--- src/rtl/stk_pkg.sv ---
package stk_pkg;
  localparam int FRAME_WORDS = 8;

  typedef enum logic [1:0] {
    EXC_NONE        = 2'd0,
    EXC_MEMMANAGE   = 2'd1,
    EXC_BUSFAULT    = 2'd2,
    EXC_SECUREFAULT = 2'd3
  } exc_e;

  localparam logic [1:0] CHK_OK   = 2'd0;
  localparam logic [1:0] CHK_ATTR = 2'd1;

  typedef enum logic [1:0] {
    S_IDLE,
    S_CHECK,
    S_WRITE,
    S_RESP
  } seq_state_e;
endpackage

--- src/rtl/stk_frame_calc.sv ---
module stk_frame_calc #(
  parameter int AW          = 32,
  parameter int DW          = 32,
  parameter int NW          = 8,
  parameter int ALIGN_BIT   = 2,
  parameter int REALIGN_BIT = 9
) (
  input  logic [AW-1:0] sp,
  input  logic          align_en,
  input  logic [DW-1:0] status_in,
  output logic [AW-1:0] base,
  output logic [DW-1:0] status_out
);
  localparam int WORD_BYTES = DW / 8;
  localparam logic [AW-1:0] STEP        = AW'(1 << ALIGN_BIT);
  localparam logic [AW-1:0] FRAME_BYTES = AW'(NW * WORD_BYTES);

  logic          realign;
  logic [AW-1:0] ptr;

  always_comb begin
    realign    = sp[ALIGN_BIT] & align_en;
    ptr        = realign ? (sp - STEP) : sp;
    base       = ptr - FRAME_BYTES;
    status_out = status_in | (DW'(realign) << REALIGN_BIT);
  end
endmodule

--- src/rtl/stk_word_sel.sv ---
module stk_word_sel #(
  parameter int AW = 32,
  parameter int DW = 32,
  parameter int NW = 8,
  localparam int IW = $clog2(NW)
) (
  input  logic [NW*DW-1:0] words,
  input  logic [IW-1:0]    idx,
  input  logic [AW-1:0]    base,
  output logic [DW-1:0]    data,
  output logic [AW-1:0]    addr
);
  localparam int WORD_BYTES = DW / 8;

  logic [DW-1:0] slot [NW];

  for (genvar g = 0; g < NW; g++) begin : g_slot
    assign slot[g] = words[g*DW +: DW];
  end

  assign data = slot[idx];
  assign addr = base + AW'(idx) * AW'(WORD_BYTES);
endmodule

--- src/rtl/stk_fault_log.sv ---
module stk_fault_log
  import stk_pkg::*;
#(
  parameter int AW = 32
) (
  input  logic          clk,
  input  logic          rst,
  input  logic          ev,
  input  exc_e          kind,
  input  logic          secure,
  input  logic [AW-1:0] addr,
  output logic          attr_viol,
  output logic          addr_valid,
  output logic [AW-1:0] fault_addr,
  output logic [1:0]    mm_err,
  output logic          bus_err
);
  always_ff @(posedge clk) begin
    if (rst) begin
      attr_viol  <= 1'b0;
      addr_valid <= 1'b0;
      fault_addr <= '0;
      mm_err     <= '0;
      bus_err    <= 1'b0;
    end else if (ev) begin
      unique case (kind)
        EXC_SECUREFAULT: begin
          attr_viol  <= 1'b1;
          addr_valid <= 1'b1;
          fault_addr <= addr;
        end
        EXC_MEMMANAGE: mm_err[secure] <= 1'b1;
        EXC_BUSFAULT:  bus_err        <= 1'b1;
        default: ;
      endcase
    end
  end
endmodule

--- src/rtl/stk_entry_seq.sv ---
module stk_entry_seq
  import stk_pkg::*;
#(
  parameter int ADDR_W      = 32,
  parameter int DATA_W      = 32,
  parameter int ALIGN_BIT   = 2,
  parameter int REALIGN_BIT = 9
) (
  input  logic                      clk,
  input  logic                      rst,
  input  logic                      start,
  input  logic [ADDR_W-1:0]         sp_in,
  input  logic [1:0]                align_en,
  input  logic                      sec_in,
  input  logic                      ignore_fault,
  input  logic [8*DATA_W-1:0]       ctx_words,
  output logic                      chk_req,
  output logic [ADDR_W-1:0]         chk_addr,
  output logic                      chk_secure,
  input  logic                      chk_rsp_valid,
  input  logic [1:0]                chk_rsp_code,
  output logic                      wr_valid,
  input  logic                      wr_ready,
  output logic [ADDR_W-1:0]         wr_addr,
  output logic [DATA_W-1:0]         wr_data,
  input  logic                      wr_rsp_valid,
  input  logic                      wr_rsp_err,
  output logic                      sp_we,
  output logic [ADDR_W-1:0]         sp_wdata,
  output logic                      done,
  output logic                      fail,
  output logic                      pend_valid,
  output logic [1:0]                pend_exc,
  output logic                      pend_secure,
  output logic                      sf_attr_viol,
  output logic                      sf_addr_valid,
  output logic [ADDR_W-1:0]         sf_addr,
  output logic [1:0]                mm_stk_err,
  output logic                      bus_stk_err
);
  localparam int NW = FRAME_WORDS;
  localparam int IW = $clog2(NW);
  localparam logic [IW-1:0] LAST = IW'(NW - 1);

  seq_state_e          state;
  logic [IW-1:0]       idx;
  logic [ADDR_W-1:0]   base_q;
  logic [NW*DATA_W-1:0] words_q;
  logic                sec_q;
  logic                ign_q;

  logic [ADDR_W-1:0]   base_d;
  logic [DATA_W-1:0]   status_d;
  logic [ADDR_W-1:0]   cur_addr;
  logic [DATA_W-1:0]   cur_data;

  logic                fault_ev;
  exc_e                fault_kind;
  logic                finish_ok;

  stk_frame_calc #(
    .AW(ADDR_W), .DW(DATA_W), .NW(NW),
    .ALIGN_BIT(ALIGN_BIT), .REALIGN_BIT(REALIGN_BIT)
  ) u_calc (
    .sp        (sp_in),
    .align_en  (align_en[sec_in]),
    .status_in (ctx_words[(NW-1)*DATA_W +: DATA_W]),
    .base      (base_d),
    .status_out(status_d)
  );

  stk_word_sel #(.AW(ADDR_W), .DW(DATA_W), .NW(NW)) u_sel (
    .words(words_q),
    .idx  (idx),
    .base (base_q),
    .data (cur_data),
    .addr (cur_addr)
  );

  always_comb begin
    fault_ev   = 1'b0;
    fault_kind = EXC_NONE;
    finish_ok  = 1'b0;
    if (state == S_CHECK && chk_rsp_valid && chk_rsp_code != CHK_OK) begin
      fault_ev   = 1'b1;
      fault_kind = (chk_rsp_code == CHK_ATTR) ? EXC_SECUREFAULT : EXC_MEMMANAGE;
    end else if (state == S_RESP && wr_rsp_valid) begin
      if (wr_rsp_err) begin
        fault_ev   = 1'b1;
        fault_kind = EXC_BUSFAULT;
      end else if (idx == LAST) begin
        finish_ok = 1'b1;
      end
    end
  end

  stk_fault_log #(.AW(ADDR_W)) u_log (
    .clk       (clk),
    .rst       (rst),
    .ev        (fault_ev),
    .kind      (fault_kind),
    .secure    (sec_q),
    .addr      (cur_addr),
    .attr_viol (sf_attr_viol),
    .addr_valid(sf_addr_valid),
    .fault_addr(sf_addr),
    .mm_err    (mm_stk_err),
    .bus_err   (bus_stk_err)
  );

  assign chk_addr   = cur_addr;
  assign wr_addr    = cur_addr;
  assign wr_data    = cur_data;
  assign chk_secure = sec_q;

  always_ff @(posedge clk) begin
    if (rst) begin
      state       <= S_IDLE;
      idx         <= '0;
      base_q      <= '0;
      words_q     <= '0;
      sec_q       <= 1'b0;
      ign_q       <= 1'b0;
      chk_req     <= 1'b0;
      wr_valid    <= 1'b0;
      sp_we       <= 1'b0;
      sp_wdata    <= '0;
      done        <= 1'b0;
      fail        <= 1'b0;
      pend_valid  <= 1'b0;
      pend_exc    <= 2'd0;
      pend_secure <= 1'b0;
    end else begin
      done       <= 1'b0;
      sp_we      <= 1'b0;
      pend_valid <= 1'b0;
      unique case (state)
        S_IDLE: begin
          if (start) begin
            base_q  <= base_d;
            words_q <= {status_d, ctx_words[(NW-1)*DATA_W-1:0]};
            sec_q   <= sec_in;
            ign_q   <= ignore_fault;
            idx     <= '0;
            chk_req <= 1'b1;
            state   <= S_CHECK;
          end
        end
        S_CHECK: begin
          if (chk_rsp_valid) begin
            chk_req <= 1'b0;
            if (!fault_ev) begin
              wr_valid <= 1'b1;
              state    <= S_WRITE;
            end
          end
        end
        S_WRITE: begin
          if (wr_ready) begin
            wr_valid <= 1'b0;
            state    <= S_RESP;
          end
        end
        S_RESP: begin
          if (wr_rsp_valid && !fault_ev && !finish_ok) begin
            idx     <= idx + 1'b1;
            chk_req <= 1'b1;
            state   <= S_CHECK;
          end
        end
        default: state <= S_IDLE;
      endcase

      if (fault_ev || finish_ok) begin
        state       <= S_IDLE;
        done        <= 1'b1;
        sp_we       <= 1'b1;
        sp_wdata    <= base_q;
        fail        <= fault_ev;
        pend_valid  <= fault_ev & ~ign_q;
        pend_exc    <= fault_kind;
        pend_secure <= (fault_kind == EXC_MEMMANAGE) ? sec_q : 1'b0;
      end
    end
  end
endmodule

--- config.mk ---
export PLATFORM = sky130hd
export DESIGN_NAME = stk_entry_seq
export DESIGN_NICKNAME = d
export VERILOG_FILES = /design/src/rtl/stk_pkg.sv /design/src/rtl/stk_frame_calc.sv /design/src/rtl/stk_word_sel.sv /design/src/rtl/stk_fault_log.sv /design/src/rtl/stk_entry_seq.sv
export SDC_FILE = /design/constraint.sdc
export NUM_CORES = 1
export LEC_CHECK = 0
export ABC_CLOCK_PERIOD_IN_PS = 10200
export BUFFER_PORTS_ARGS = -buffer_cell sky130_fd_sc_hd__buf_2
export CORE_MARGIN = 2
export CORE_UTILIZATION = 47
export CTS_CLUSTER_SIZE = 10
export DETAILED_ROUTE_END_ITERATION = 12
export GPL_ROUTABILITY_DRIVEN = 0
export MAX_ROUTING_LAYER = met4
export PLACE_DENSITY = 0.8
export SLEW_MARGIN = 20
export SYNTH_ARGS = -nofsm -noshare
export SYNTH_HDL_FRONTEND = slang
export SYNTH_SLANG_ARGS = --single-unit
--- constraint.sdc ---
create_clock -name clk -period 10.2 [get_ports clk]
set_input_delay 2.55 -clock clk [delete_from_list [all_inputs] [get_ports clk]]
set_output_delay 2.55 -clock clk [all_outputs]
set_load 0.1 [all_outputs]
# After elaboration in Yosys (flattened, before gate mapping)

Index checks and enable logic that the tools add are counted.

Flip-flop bits (word level): 371
Input bits: 301
Logic and storage cells: 108

$add $sub $neg: 4
Magnitude comparators: 4
Eq/ne operators: 13
Muxes and demuxes: 38
Bitwise logic cells: 7
Reductions and logical operators: 24

Operators by type and width:

| kind                                                                  | number |
|---|---|
| 32-bit binary-select mux with 3-bit select                            | 1 |
| 32-bit 2-to-1 mux                                                     | 3 |
| 32-bit by 5-bit adder with 32-bit output                              | 1 |
| 32-bit by 10-bit OR with 32-bit output                                | 1 |
| 32-bit by 3-bit subtractor with 32-bit output, second input constant  | 1 |
| 32-bit by 6-bit subtractor with 32-bit output, second input constant  | 1 |
| 1-bit 2-to-1 mux                                                      | 18 |
| 2-bit 2-to-1 mux                                                      | 9 |
| 2-bit equality test, second input constant                            | 4 |
| 2-bit != test, second input constant                                  | 4 |
| 2-bit case mux with 4 select lines                                    | 1 |
| 2-bit AND reduction                                                   | 4 |
| 4-bit AND reduction                                                   | 2 |
| 2-bit by 1-bit equality test with 1-bit output, second input constant | 3 |
| 1-bit logical AND                                                     | 6 |
| 3-bit 2-to-1 mux                                                      | 2 |
| 3-bit case mux with 2 select lines                                    | 1 |
| 2-bit nonzero test                                                    | 3 |
| 5-bit AND reduction                                                   | 1 |
| 4-bit >= comparator, second input constant                            | 1 |
| 1-bit by 2-bit < comparator with 1-bit output, second input constant  | 2 |
| 3-bit NOT with 4-bit output                                           | 1 |
| 2-bit OR reduction                                                    | 2 |
| 3-bit by 1-bit adder with 3-bit output, second input constant         | 1 |
| 14 further kinds                                                      | 17 |

# Logic depth before layout (Yosys ltp)

Depth after elaboration: 9
Depth in mapped cells: 15
Mapped depth without buffers: 13

# Hierarchy

From an unflattened synthesis, not the netlist that was laid out.

Cells, all modules: 1936
Area total of the unflattened synthesis: 17107.7 sq um

By module, submodules not included:

| module         | times used | cells an instance | area an instance (sq um) |
|---|---|---|---|
| stk_entry_seq  | 1          | 1447              | 11846.4 |
| stk_word_sel   | 1          | 199               | 2701.3 |
| stk_fault_log  | 1          | 156               | 1619.1 |
| stk_frame_calc | 1          | 134               | 940.9 |

# Worst setup path after synthesis

Ideal clock, no wire load.

Kind: register to output
Start point: reg idx[1]
End point: out wr_addr[24]
Arrival: 4497 ps
Path slack: 3153 ps
Cell stages (with the launch flop): 12
Path buffers: 3
Cell sequence: dfxtp_1 -> clkbuf_1 -> clkbuf_1 -> inv_1 -> fa_1 -> nor2b_1 -> o21ba_2 -> and2_0 -> nand3_1 -> nor3_1 -> xor2_1 -> buf_4

Cells in the longest elaborated chain, start to end: 1

Ends and longest elaborated chain:

| item                                     | line                 | text |
|---|---|---|
| from (decl)                              | stk_entry_seq.sv:46  | `logic [IW-1:0] idx;` |
| from (signal assigned)                   | stk_entry_seq.sv:166 | `idx <= idx + 1'b1;` |
| 32-bit by 5-bit adder with 32-bit output | stk_word_sel.sv:22   | `assign addr = base + AW'(idx) * AW'(WORD_BYTES);` |
| to (decl)                                | stk_entry_seq.sv:24  | `output logic [ADDR_W-1:0] wr_addr,` |

No other way between the ends.

# Final worst setup path

Start point: reg idx[0]
End point: out chk_addr[24]

Cells in the longest elaborated chain, start to end: 1

Ends and longest elaborated chain:

| item                                     | line                | text |
|---|---|---|
| 32-bit by 5-bit adder with 32-bit output | stk_word_sel.sv:22  |  |
| to (decl)                                | stk_entry_seq.sv:18 | `output logic [ADDR_W-1:0] chk_addr,` |

No other way between the ends.

==> impl_metrics.yaml <==
run_status:
  outcome: "completed"
finish:
  drive_above_1_share_pct: 28.2
  syn_to_final_growth_pct: 22.3
  fill_cells: 3010
  final_cell_mix: "nand2_1 (617), buf_2 (474), dfxtp_1 (368), a21oi_1 (312), nor2_1 (106)"
  nNetsFinal: 2621
  layout_commonest_cell: "nand2_1"
  seqCellArea_mm2: 0.00744
  multi_input_area_mm2: 0.00797
sta:
  period_needed_ns: 6.50
  slew_headroom_pct: 26.3
  tns_ns: 0
  clock_skew_ns: 0.0242
  grt_setup_unrepaired: "no"
  tightest_slew_ns: 1.11
  hold_viol: 0
  setup_viol: 0
  max_freq_mhz: 154
  post-route-period-util_pct: 63.7
  drv_slew: 0
cts:
  cts_buffers: 44
  postCtsResizedCells: 0
  cts_setup_buffers: 0
  cts_sinks: 371
  cts.path.max_buffers: 3
  cts_hold_buf: 0
  htree_num_levels: 2
  clk_pin_slew_ns: 0.06
  root_buffer: "clkbuf_16"
  insertion_delay_ns: 0.54
  cts_tree: "yes"
power:
  p_total_mw: 5.45
  power_density_mw_per_mm2: 274
  irDropWorstVdd_v: 0.000241
  p_leak_nw: 8.26
floorplan:
  placementRows: 68
  start_util_pct: 47.4
  die_area_mm2: 0.0361
  die_w_um: 190
  boundaryPins: 476
  die-height_um: 190
  fp.coreArea_mm2: 0.0343
synthesis:
  synth_cell_types: 53
  syn-cell-area_mm2: 0.0162
  synth_edf_count: 0
  synth-async-reset-ratio_pct: 0
  avgSynthCellArea_um2: 8.34
  yosysWarnings: 0
  synth_ff_type: "dfxtp_1"
  seq_area_frac_synth_pct: 45.7
  synth_fp_nets: 2263
  ys_ff_latch: 371
  netlist_instances: 1949
global_route:
  grt_first_pass_wirelength_um: 77100
  grt_pass1_vias: 14600
  antenna_found_initial: 29
  grt_max_degree: 112
  grt.overflow.total: 0
  grt_use_total_pct: 28.1
detailed_routing:
  first_pass_iters: 5
  via_count: 15300
  drc: 0
  drt-total-wl_um: 51700
  viasPerCell: 5.45
  drt_iter0_drc: 914
  ant_nets: 0
  wl_per_cell_um: 18.4
setup_path:
  worstPathArrival_ns: 3.95
  worstSetupStartpointType: "register"
  setup.worst_path.class: "register to primary output"
  worst_ep_required_time_ns: 7.65
  path_max_fanout: 33
  end_kind: "primary output"
worst_hold_path:
  hp-class: "register to register"
flow_run:
  cap_violations: 0
place:
  portBuffers: 475
  hpwl_um: 36500
final timing paths:
path	slack (ns)	start	cells past startpoint	to
max	3.70	idx[0]	11	chk_addr[24]
min	0.43	ign_q	1	pend_valid
max reg2reg	6.75	idx[1]	10	idx[1]
min reg2reg	0.43	ign_q	1	pend_valid
cells in the mapped netlist, drive strengths merged, types with 2 or more instances:
master | count | area, um^2
and4 | 5 | 43.8
nand4 | 7 | 43.8
o21ai | 14 | 70.1
mux4 | 64 | 1440
buf | 49 | 320
a311oi | 11 | 96.3
nor3b | 4 | 30.0
a21oi | 312 | 1560
a22oi | 2 | 15.0
and2 | 6 | 37.5
or4b | 2 | 20.0
or4 | 3 | 22.5
o31ai | 3 | 22.5
nor2 | 106 | 398
ha | 12 | 150
mux2i | 5 | 50.1
or3 | 17 | 111
clkbuf | 130 | 488
xnor2 | 28 | 245
nor2b | 4 | 25.0
nand3b | 6 | 45.0
inv | 16 | 60.1
a31oi | 3 | 18.8
nor4 | 6 | 52.6
nand2 | 618 | 2320
or2 | 4 | 25.0
nand3 | 16 | 80.1
nor3 | 27 | 135
xor2 | 15 | 131
mux2 | 33 | 372
dfxtp | 371 | 7430
and3 | 9 | 56.3
a211oi | 18 | 135
o211ai | 2 | 15.0
o21a | 10 | 75.1
logic make-up after synthesis:
family / count (synthesis) / synth area share (%)
simple gates: 845 / 21.5
fa+ha+maj: 13 / 1.05
xor+xnor: 43 / 2.32
compound gates: 380 / 12.6
flops: 371 / 45.7
buf+inv: 195 / 5.34
mux: 102 / 11.5
layer usage:
layer | vias to the layer above | global-route usage, % | routed length [um]
met4 | 0 | 13.5 | 2150
met5 | - | - | 0
li1 | 7282 | - | -
met1 | 7177 | 29.6 | 18500
met3 | 134 | 7.25 | 4730
met2 | 694 | 49.1 | 26300
sequential cells by signal (all words and copies together), names as in the netlist:
signal            flops
base_q               32
chk_req               1
chk_secure            1
done                  1
fail                  1
idx                   3
ign_q                 1
pend_exc              2
pend_secure           1
pend_valid            1
sp_wdata             32
state                 2
u_log.addr_valid      1
u_log.bus_err         1
u_log.fault_addr     32
u_log.mm_err          2
words_q             256
wr_valid              1
worst max-delay path, stage by stage, from the launching register on:
cell and delay [ns]:
dfxtp_4 0.82, ha_1 0.29, inv_1 0.06, fa_1 0.40
nor2b_1 0.16, o21ba_2 0.17, and2_0 0.13, buf_4 0.18
nand3_1 0.21, nor3_1 0.24, xor2_1 0.26, buf_2 0.48
layout make-up:
class | instances | share of cell area [%]
Clock buffer | 54 | 6.04
Antenna cell | 31 | 0.390
Sequential cell | 371 | 37.4
Inverter | 16 | 0.302
Multi-Input combinational cell | 1383 | 40.1
Clock inverter | 4 | 0.265
Tap cell | 455 | 2.87
Timing Repair Buffer | 491 | 12.6
metrics by stage:
stage / util (%) / cell area, um^2 / instances / hold WS, ns / setup WS, ns
2_1_floorplan: - / 16200 / 1949 / 0.401 / 3.15
3_3_place_gp: 54.1 / 18500 / 2716 / 0.411 / 4.14
3_5_place_dp: 54.1 / 18500 / 2716 / 0.421 / 3.99
4_1_cts: 57.7 / 19800 / 2774 / 0.429 / 3.61
5_1_grt: 57.9 / 19900 / 2801 / 0.458 / 3.32
6_report: 57.9 / 19900 / 2805 / 0.427 / 3.70
power breakdown:
| part | switching [mW] | total, mW | internal, mW |
|---|---|---|---|
| registers | 0.182 | 1.90 | 1.71 |
| logic | 1.66 | 2.14 | 0.475 |
| clock network | 0.577 | 1.42 | 0.840 |
| total | 2.42 | 5.45 | 3.03 |
(Power assumes the default switching activity.)
